===== src/rtl/phy_ctl_pkg.sv =====
package phy_ctl_pkg;
  localparam int DATA_W = 32;
  localparam int HALF_W = DATA_W / 2;
  localparam int NREG   = 3;

  // register slots
  localparam int SLOT_RST = 0;
  localparam int SLOT_SWC = 1;
  localparam int SLOT_SUS = 2;

  // field placement
  localparam int RST_BIT = 12;
  localparam int SWC_BIT = 2;
  localparam int SUS_LSB = 0;
  localparam int SUS_W   = 6;

  localparam logic [SUS_W-1:0] SUS_RUN  = 6'h01;
  localparam logic [SUS_W-1:0] SUS_STOP = 6'h2A;

  function automatic logic [DATA_W-1:0] slot_offset(input int slot);
    case (slot)
      SLOT_RST: slot_offset = 32'h0000_0000;
      SLOT_SWC: slot_offset = 32'h0000_0008;
      default:  slot_offset = 32'h0000_000C;
    endcase
  endfunction

  function automatic logic [HALF_W-1:0] slot_reset(input int slot);
    logic [HALF_W-1:0] v;
    v = '0;
    if (slot == SLOT_SUS) v[SUS_LSB +: SUS_W] = SUS_RUN;
    slot_reset = v;
  endfunction

  function automatic logic [HALF_W-1:0] masked_merge(
    input logic [HALF_W-1:0] old_v,
    input logic [HALF_W-1:0] new_v,
    input logic [HALF_W-1:0] en
  );
    masked_merge = (old_v & ~en) | (new_v & en);
  endfunction
endpackage


===== src/rtl/phy_ctl_decode.sv =====
module phy_ctl_decode
  import phy_ctl_pkg::*;
#(
  parameter int ADDR_W = DATA_W,
  parameter int N      = NREG
) (
  input  logic [ADDR_W-1:0] addr,
  output logic [N-1:0]      sel,
  output logic              hit
);
  for (genvar i = 0; i < N; i++) begin : g_cmp
    localparam logic [DATA_W-1:0] OFS = slot_offset(i);
    assign sel[i] = (addr == OFS[ADDR_W-1:0]);
  end

  assign hit = |sel;

  always_comb begin
    assert_sel_onehot_R8: assert ($onehot0(sel));
  end
endmodule


===== src/rtl/phy_ctl_hreg.sv =====
module phy_ctl_hreg
  import phy_ctl_pkg::*;
#(
  parameter int               W     = HALF_W,
  parameter logic [W-1:0]     RESET = '0
) (
  input  logic         clk,
  input  logic         rst_n,
  input  logic         we,
  input  logic [W-1:0] d,
  input  logic [W-1:0] en,
  output logic [W-1:0] q
);
  always_ff @(posedge clk or negedge rst_n) begin
    if (!rst_n)  q <= RESET;
    else if (we) q <= masked_merge(q, d, en);
  end

  assert_unenabled_bits_hold_R2: assert property (@(posedge clk) disable iff (!rst_n)
    we |=> (((q ^ $past(q)) & ~$past(en)) == '0));

  assert_idle_hold_R8: assert property (@(posedge clk) disable iff (!rst_n)
    !we |=> $stable(q));
endmodule


===== src/rtl/phy_ctl_regbank.sv =====
module phy_ctl_regbank
  import phy_ctl_pkg::*;
(
  input  logic              clk,
  input  logic              rst_n,
  input  logic              wr_en,
  input  logic              rd_en,
  input  logic [DATA_W-1:0] addr,
  input  logic [DATA_W-1:0] wdata,
  output logic [DATA_W-1:0] rdata,
  output logic              port_rst,
  output logic              sw_ovr,
  output logic [SUS_W-1:0]  susp
);
  logic [NREG-1:0]   sel;
  logic              hit;
  logic [HALF_W-1:0] store [NREG];
  logic [HALF_W-1:0] rd_mux;
  logic              rd_miss;

  phy_ctl_decode #(.ADDR_W(DATA_W), .N(NREG)) u_dec (
    .addr (addr),
    .sel  (sel),
    .hit  (hit)
  );

  for (genvar i = 0; i < NREG; i++) begin : g_reg
    phy_ctl_hreg #(.W(HALF_W), .RESET(slot_reset(i))) u_reg (
      .clk   (clk),
      .rst_n (rst_n),
      .we    (wr_en & sel[i]),
      .d     (wdata[HALF_W-1:0]),
      .en    (wdata[DATA_W-1:HALF_W]),
      .q     (store[i])
    );
  end

  always_comb begin
    rd_mux = '0;
    for (int i = 0; i < NREG; i++)
      if (sel[i]) rd_mux = store[i];
  end

  assign rd_miss = rd_en & ~hit;

  always_ff @(posedge clk or negedge rst_n) begin
    if (!rst_n)     rdata <= '0;
    else if (rd_en) rdata <= {{(DATA_W-HALF_W){1'b0}}, rd_mux};
  end

  assign port_rst = store[SLOT_RST][RST_BIT];
  assign sw_ovr   = store[SLOT_SWC][SWC_BIT];
  assign susp     = store[SLOT_SUS][SUS_LSB +: SUS_W];

  assert_rdata_upper_zero_R6: assert property (@(posedge clk) disable iff (!rst_n)
    rdata[DATA_W-1:HALF_W] == '0);

  assert_unmapped_read_zero_R7: assert property (@(posedge clk) disable iff (!rst_n)
    rd_miss |=> rdata == '0);

  assert_unmapped_write_quiet_R8: assert property (@(posedge clk) disable iff (!rst_n)
    (wr_en && !hit) |=> $stable({port_rst, sw_ovr, susp}));

  assert_rdata_holds_R6: assert property (@(posedge clk) disable iff (!rst_n)
    !rd_en |=> $stable(rdata));
endmodule


===== config.mk =====
export PLATFORM = sky130hd
export DESIGN_NAME = phy_ctl_regbank
export DESIGN_NICKNAME = d
export VERILOG_FILES = /design/src/rtl/phy_ctl_pkg.sv /design/src/rtl/phy_ctl_decode.sv /design/src/rtl/phy_ctl_hreg.sv /design/src/rtl/phy_ctl_regbank.sv
export SDC_FILE = /design/constraint.sdc
export NUM_CORES = 1
export LEC_CHECK = 0
export BUFFER_PORTS_ARGS = -buffer_cell sky130_fd_sc_hd__buf_2
export CORE_UTILIZATION = 31
export CTS_BUF_LIST = sky130_fd_sc_hd__clkbuf_4 sky130_fd_sc_hd__clkbuf_8
export DETAILED_ROUTE_END_ITERATION = 8
export PLACE_DENSITY = 0.57
export SETUP_SLACK_MARGIN = 0.1
export SKIP_LAST_GASP = 1
export SLEW_MARGIN = 25
export SYNTH_ARGS = -nofsm -noshare
export SYNTH_HDL_FRONTEND = slang
export SYNTH_HIERARCHICAL = 1
export SYNTH_SLANG_ARGS = --single-unit

===== constraint.sdc =====
create_clock -name clk -period 1.2 [get_ports clk]
set_input_delay 0.24 -clock clk [delete_from_list [all_inputs] [get_ports clk]]
set_output_delay 0.24 -clock clk [all_outputs]
set_load 0.005 [all_outputs]

==> impl_metrics.yaml, run 1 <==
run:
  maxCapViolations: 0
layout:
  regArea_sq_um: 1600
  final.fill_count: 985
  drive_gt1_share_pct: 63.6
  area_delta_synth_final_pct: 48.3
  diodes: 0
  fin_area_sq_um: 4940
  fin_nets: 481
  multi_input_area_sq_um: 1810
  stdcell_count: 554
placement:
  gp_congestion: 0.678
  dp_cells: 508
  dpl.hpwl_mm: 5.92
  place_area_sq_um: 4050
  io_buffers: 91
grt:
  gr-usage-all-layers_pct: 16.9
  antenna_found_initial: 0
  grt_max_degree: 34
  grt-ovfl-total: 0
  use_met3_pct: 3.22
  met1_usage_pct: 21.1
  grt.busiest_layer: "met2"
  grt_pass1_wl_mm: 14.4
  grt_pass1_vias: 2727
  met2_usage_pct: 29.4
timing:
  finClkSkew_ns: 0.00838
  fmaxAchievable_mhz: 626
  finalMaxSlewViolations: 0
  rsz0062_at_grt: "yes"
  finalWorstSetupSlack_ns: -0.397
  finalSetupTns_ns: -22.66
  setup_viol: 65
  finalHoldViolCount: 0
  period_needed_ns: 1.60
  timing.final.crit_share_pct: 133
drt:
  wl_per_cell_um: 16.3
  drtIter0Drc: 75
  vias_per_cell: 4.74
  drc: 0
  drtAntennaViolNets: 0
  num_vias: 2625
  drtPass1Iterations: 4
  wl_mm: 9.05
floorplan:
  start_util_pct: 32.1
  die_x_um: 106
  die_h_um: 106
  pin_count: 108
  dieArea_sq_um: 11200
  coreArea_sq_um: 10400
  placementRows: 37
clock_tree:
  clkTransAtPathRegs_ns: 0.08
  cts_tree: "built"
  clock_sinks: 64
  htreeDepth: 3
  clockBufferDepth: 2
  cts-root-buf: "clkbuf_8"
  insertion_delay_ns: 0.34
  numCtsBuffers: 9
critical_path:
  path_buf_inv: 2
  crit_arrival_ns: 1.82
  cp-end-kind: "flop"
  path_delay_family: "simple AND/OR/NAND/NOR gates"
  r2r_cells: 5
  r2r_end: "rdata[5]"
  cp_slowest_cell: "mux2_4"
  crit_chain: "buf_6 -> nor4_4 -> nand4_2 -> nor4_2 -> and2_4 -> buf_12 -> nand2_1 -> mux2_4"
  cp_max_fo: 8
  cp_data_required_time_ns: 1.42
  worstSetupPathType: "input pin to flop"
  r2r_setup_slack_ns: 0.16
  cpPeakStageDelay_ns: 0.30
  startpoint_type: "input pin"
synth:
  avgSynthCellArea_sq_um: 11.9
  yosys_warnings: 6
  syn_area_sq_um: 3330
  netlist_instances: 280
status:
  status: "finished, violations left"
  violations: "negative setup slack"
power_and_ir_drop:
  vdd_ir_drop_max_uv: 691
  p_per_area_nw_per_um2: 1010
  p_total_uw: 5010
  p_leak_uw: 0.00244
worst_hold_path:
  worstHoldPathCells: 2
  hp-start: "wdata[2]"
  hp-class: "input pin to flop"
==> layout make-up <==
cell class	count	area share, %
tap	136	3.44
timing repair buffer	139	22.4
clock inverter	5	2.07
multi-input combinational	199	36.6
sequential	64	32.4
clock buffer	11	3.06
==> worst max path at each step <==
stage,depth (start not counted),endpoint,start
after detailed placement,9,flop,addr[25]
after global routing,10,rdata[1],addr[25]
after CTS,7,flop,addr[7]
after floorplan,10,flop,addr[7]
final,8,flop,addr[26]
after global placement,9,flop,addr[18]
==> metal layers <==
metal	wire length (um)	part of all wire (%)
met2	4720	52
met1	3930	43
met3	309	3.4
met4	81	0.90
met5	0	0
==> placed cells by master (no fill, tap or decap), types with 3 or more instances in the layout <==
master,n
buf_2,79
dfrtp_1,63
mux2_4,30
buf_4,28
nand2_1,27
nand3b_1,18
mux2_2,18
conb_1,16
buf_6,16
o21ai_0,15
a22oi_2,12
nand2_4,12
nand2_2,12
a21oi_2,11
clkbuf_8,11
buf_12,8
nor4_4,7
and2_4,3
a21oi_1,3
bufinv_16,3
buf_16,3
buf_8,3
==> metrics by stage <==
stage	hold slack, ns	worst slack, ns	util (%)
6_report	0.155	-0.397	47.7
5_1_grt	0.151	-0.503	47.7
4_1_cts	0.144	-0.388	46.4
3_5_place_dp	0.106	-0.764	39.1
3_3_place_gp	0.110	-0.746	39.1
2_1_floorplan	-0.0556	-0.854	-
==> power by group <==
part / internal [uW] / switching [uW] / total (uW)
Combinational: 200 / 241 / 441
Clock: 1490 / 857 / 2350
Sequential: 2190 / 25.2 / 2220
Total: 3880 / 1120 / 5010
==> what timing repair did <==
action / CTS / global route
setup endpoints to repair: 88 / 88
endpoints found under the hold margin: 5 / 0
buffers inserted: 20 / 6
hold buffers: 1 / 0
pin swaps: 19 / 2
gates resized for setup: 49 / 14
gates cloned: 3 / 1
No activity file was read; power rests on OpenSTA's default activity.
==> inputs of run 2 (changes only) <==
Settings changed: RECOVER_POWER set to 50.
==> run 2 against run 1 <==
Effect of this change:
- the flow still finishes with violations (negative setup slack)
- total power is 0.10% lower
- die area stayed put
- first-iteration DRC count stayed put
- clock power hardly changed
- global-route usage stayed put
- non-clock buffer count stayed put
- sequential cell count stayed put
- register-to-register slack hardly changed
- core utilization is 0.12 points lower
- highest routed layer unchanged
==> impl_metrics.yaml, run 2 (same netlist as run 1, synthesis figures left out) <==
power_and_ir_drop:
  switching_share_pct: 22.5
  p_int_uw: 3880
  vdd_ir_drop_max_uv: 691
  p_leak_uw: 0.00243
  pwr-share-seq_pct: 44.3
  pwr-share-comb_pct: 8.7
  p_switching_uw: 1120
  p_per_area_nw_per_um2: 1010
  clkPwrFrac_pct: 46.9
drt:
  drc: 0
  vias_per_cell: 4.74
  drtAntennaViolNets: 0
  drtIter0Drc: 75
  num_vias: 2628
  wl_mm: 9.04
  wl_per_cell_um: 16.3
  drtPass1Iterations: 4
layout:
  final.fill_count: 987
  diodes: 0
  most-common-layout-cells: "buf_2, dfrtp_1, mux2_4, nand2_1, buf_4"
  layout_commonest_cell: "buf_2"
  fin_nets: 481
  drive_gt1_share_pct: 63.4
  fin_util_pct: 47.6
  area_delta_synth_final_pct: 48.0
  fin_area_sq_um: 4930
  stdcell_count: 554
grt:
  antenna_found_initial: 0
  gr-usage-all-layers_pct: 16.9
  grt_pass1_vias: 2727
  grt_max_degree: 34
  grt_pass1_wl_mm: 14.4
  grt-ovfl-total: 0
floorplan:
  die_h_um: 106
  placementRows: 37
  start_util_pct: 32.1
  die_x_um: 106
  coreArea_sq_um: 10400
  pin_count: 108
  dieArea_sq_um: 11200
placement:
  gp_congestion: 0.678
  dp_cells: 508
  io_buffers: 91
  dpl.hpwl_mm: 5.92
  place_area_sq_um: 4050
critical_path:
  worstSetupPathType: "input pin to flop"
  startpoint_type: "input pin"
  cp-end-kind: "flop"
  r2r_end: "rdata[5]"
  r2r_cells: 5
  crit_arrival_ns: 1.82
  cp_data_required_time_ns: 1.42
  r2r_setup_slack_ns: 0.16
  cp_max_fo: 8
run:
  maxCapViolations: 0
timing:
  finalSetupTns_ns: -22.66
  rsz0062_at_grt: "yes"
  setup_viol: 65
  hold_ws_ns: 0.155
  fmaxAchievable_mhz: 626
  finalMaxSlewViolations: 0
  finalHoldViolCount: 0
  finalWorstSetupSlack_ns: -0.397
  period_needed_ns: 1.60
  finClkSkew_ns: 0.00845
  timing.final.crit_share_pct: 133
worst_hold_path:
  worstHoldPathCells: 2
  hp-start: "wdata[2]"
  hp-class: "input pin to flop"
clock_tree:
  clock_sinks: 64
  clkTransAtPathRegs_ns: 0.08
  insertion_delay_ns: 0.34
  clockBufferDepth: 2
  htreeDepth: 3
  numCtsBuffers: 9
  cts-root-buf: "clkbuf_8"
  cts_tree: "built"
status:
  status: "finished, violations left"
  violations: "negative setup slack"
## run 2: cell count changes in the layout (fill, tap and decap cells not counted)
| cell | before | now |
|---|---|---|
| clkbuf_1 | 0 | 1 |
| buf_2 | 79 | 78 |
| clkbuf_2 | 0 | 1 |
| buf_6 | 16 | 17 |
| buf_12 | 8 | 7 |
| buf_4 | 28 | 27 |
## run 2: routing by layer
metal	part of all wire (%)	wire length (um)	track usage (%)
met2	52	4710	29.4
met3	3.6	321	3.22
met5	0	0	0
met1	43	3930	21.1
met4	0.90	81	5.36
## run 2: through the flow
step                      total power (uW)  worst slack (ns)
after floorplan                       2390            -0.854
after global placement                2640            -0.746
after detailed placement              2650            -0.764
after CTS                             5030            -0.388
after global routing                  5170            -0.503
final                                 5000            -0.397
## run 2: worst max-delay path, cell delays in order
cell and delay [ns]:
buf_6 0.10, nor4_4 0.27, nand4_2 0.16, nor4_2 0.29, and2_4 0.25, buf_12 0.14, nand2_1 0.07, mux2_4 0.30
## run 2: final cells by class
| type | instances | area (sq um) | share of cell area (%) |
|---|---|---|---|
| Clock inverter | 5 | 103 | 2.08 |
| Tap cell | 136 | 170 | 3.45 |
| Clock buffer | 11 | 151 | 3.07 |
| Timing Repair Buffer | 139 | 1100 | 22.2 |
| Multi-Input combinational cell | 199 | 1810 | 36.7 |
| Sequential cell | 64 | 1600 | 32.5 |
## run 2: power groups by stage
stage          Clock, uW  Combinational (uW)  Sequential, uW
6_report            2350                 435            2220
5_1_grt             2470                 483            2220
4_1_cts             2380                 429            2220
3_5_place_dp           0                 390            2260
3_3_place_gp           0                 383            2260
2_1_floorplan          0                 134            2250
## run 2: timing repair
action	4_1_cts	5_1_grt
resized for setup	49	14
cloned	3	1
hold buffers	1	0
hold endpoints to repair	5	0
setup buffers	20	6
endpoints found under the setup margin	88	88
pin swaps	19	2
## run 2: worst max-delay path by stage
stage | slack [ns] | depth (start not counted) | endpoint | from
floorplan | -0.85 | 10 | flop | addr[7]
global placement | -0.75 | 9 | flop | addr[18]
detailed placement | -0.76 | 9 | flop | addr[25]
CTS | -0.39 | 7 | flop | addr[7]
global route | -0.50 | 10 | rdata[1] | addr[25]
finish | -0.40 | 8 | flop | addr[26]
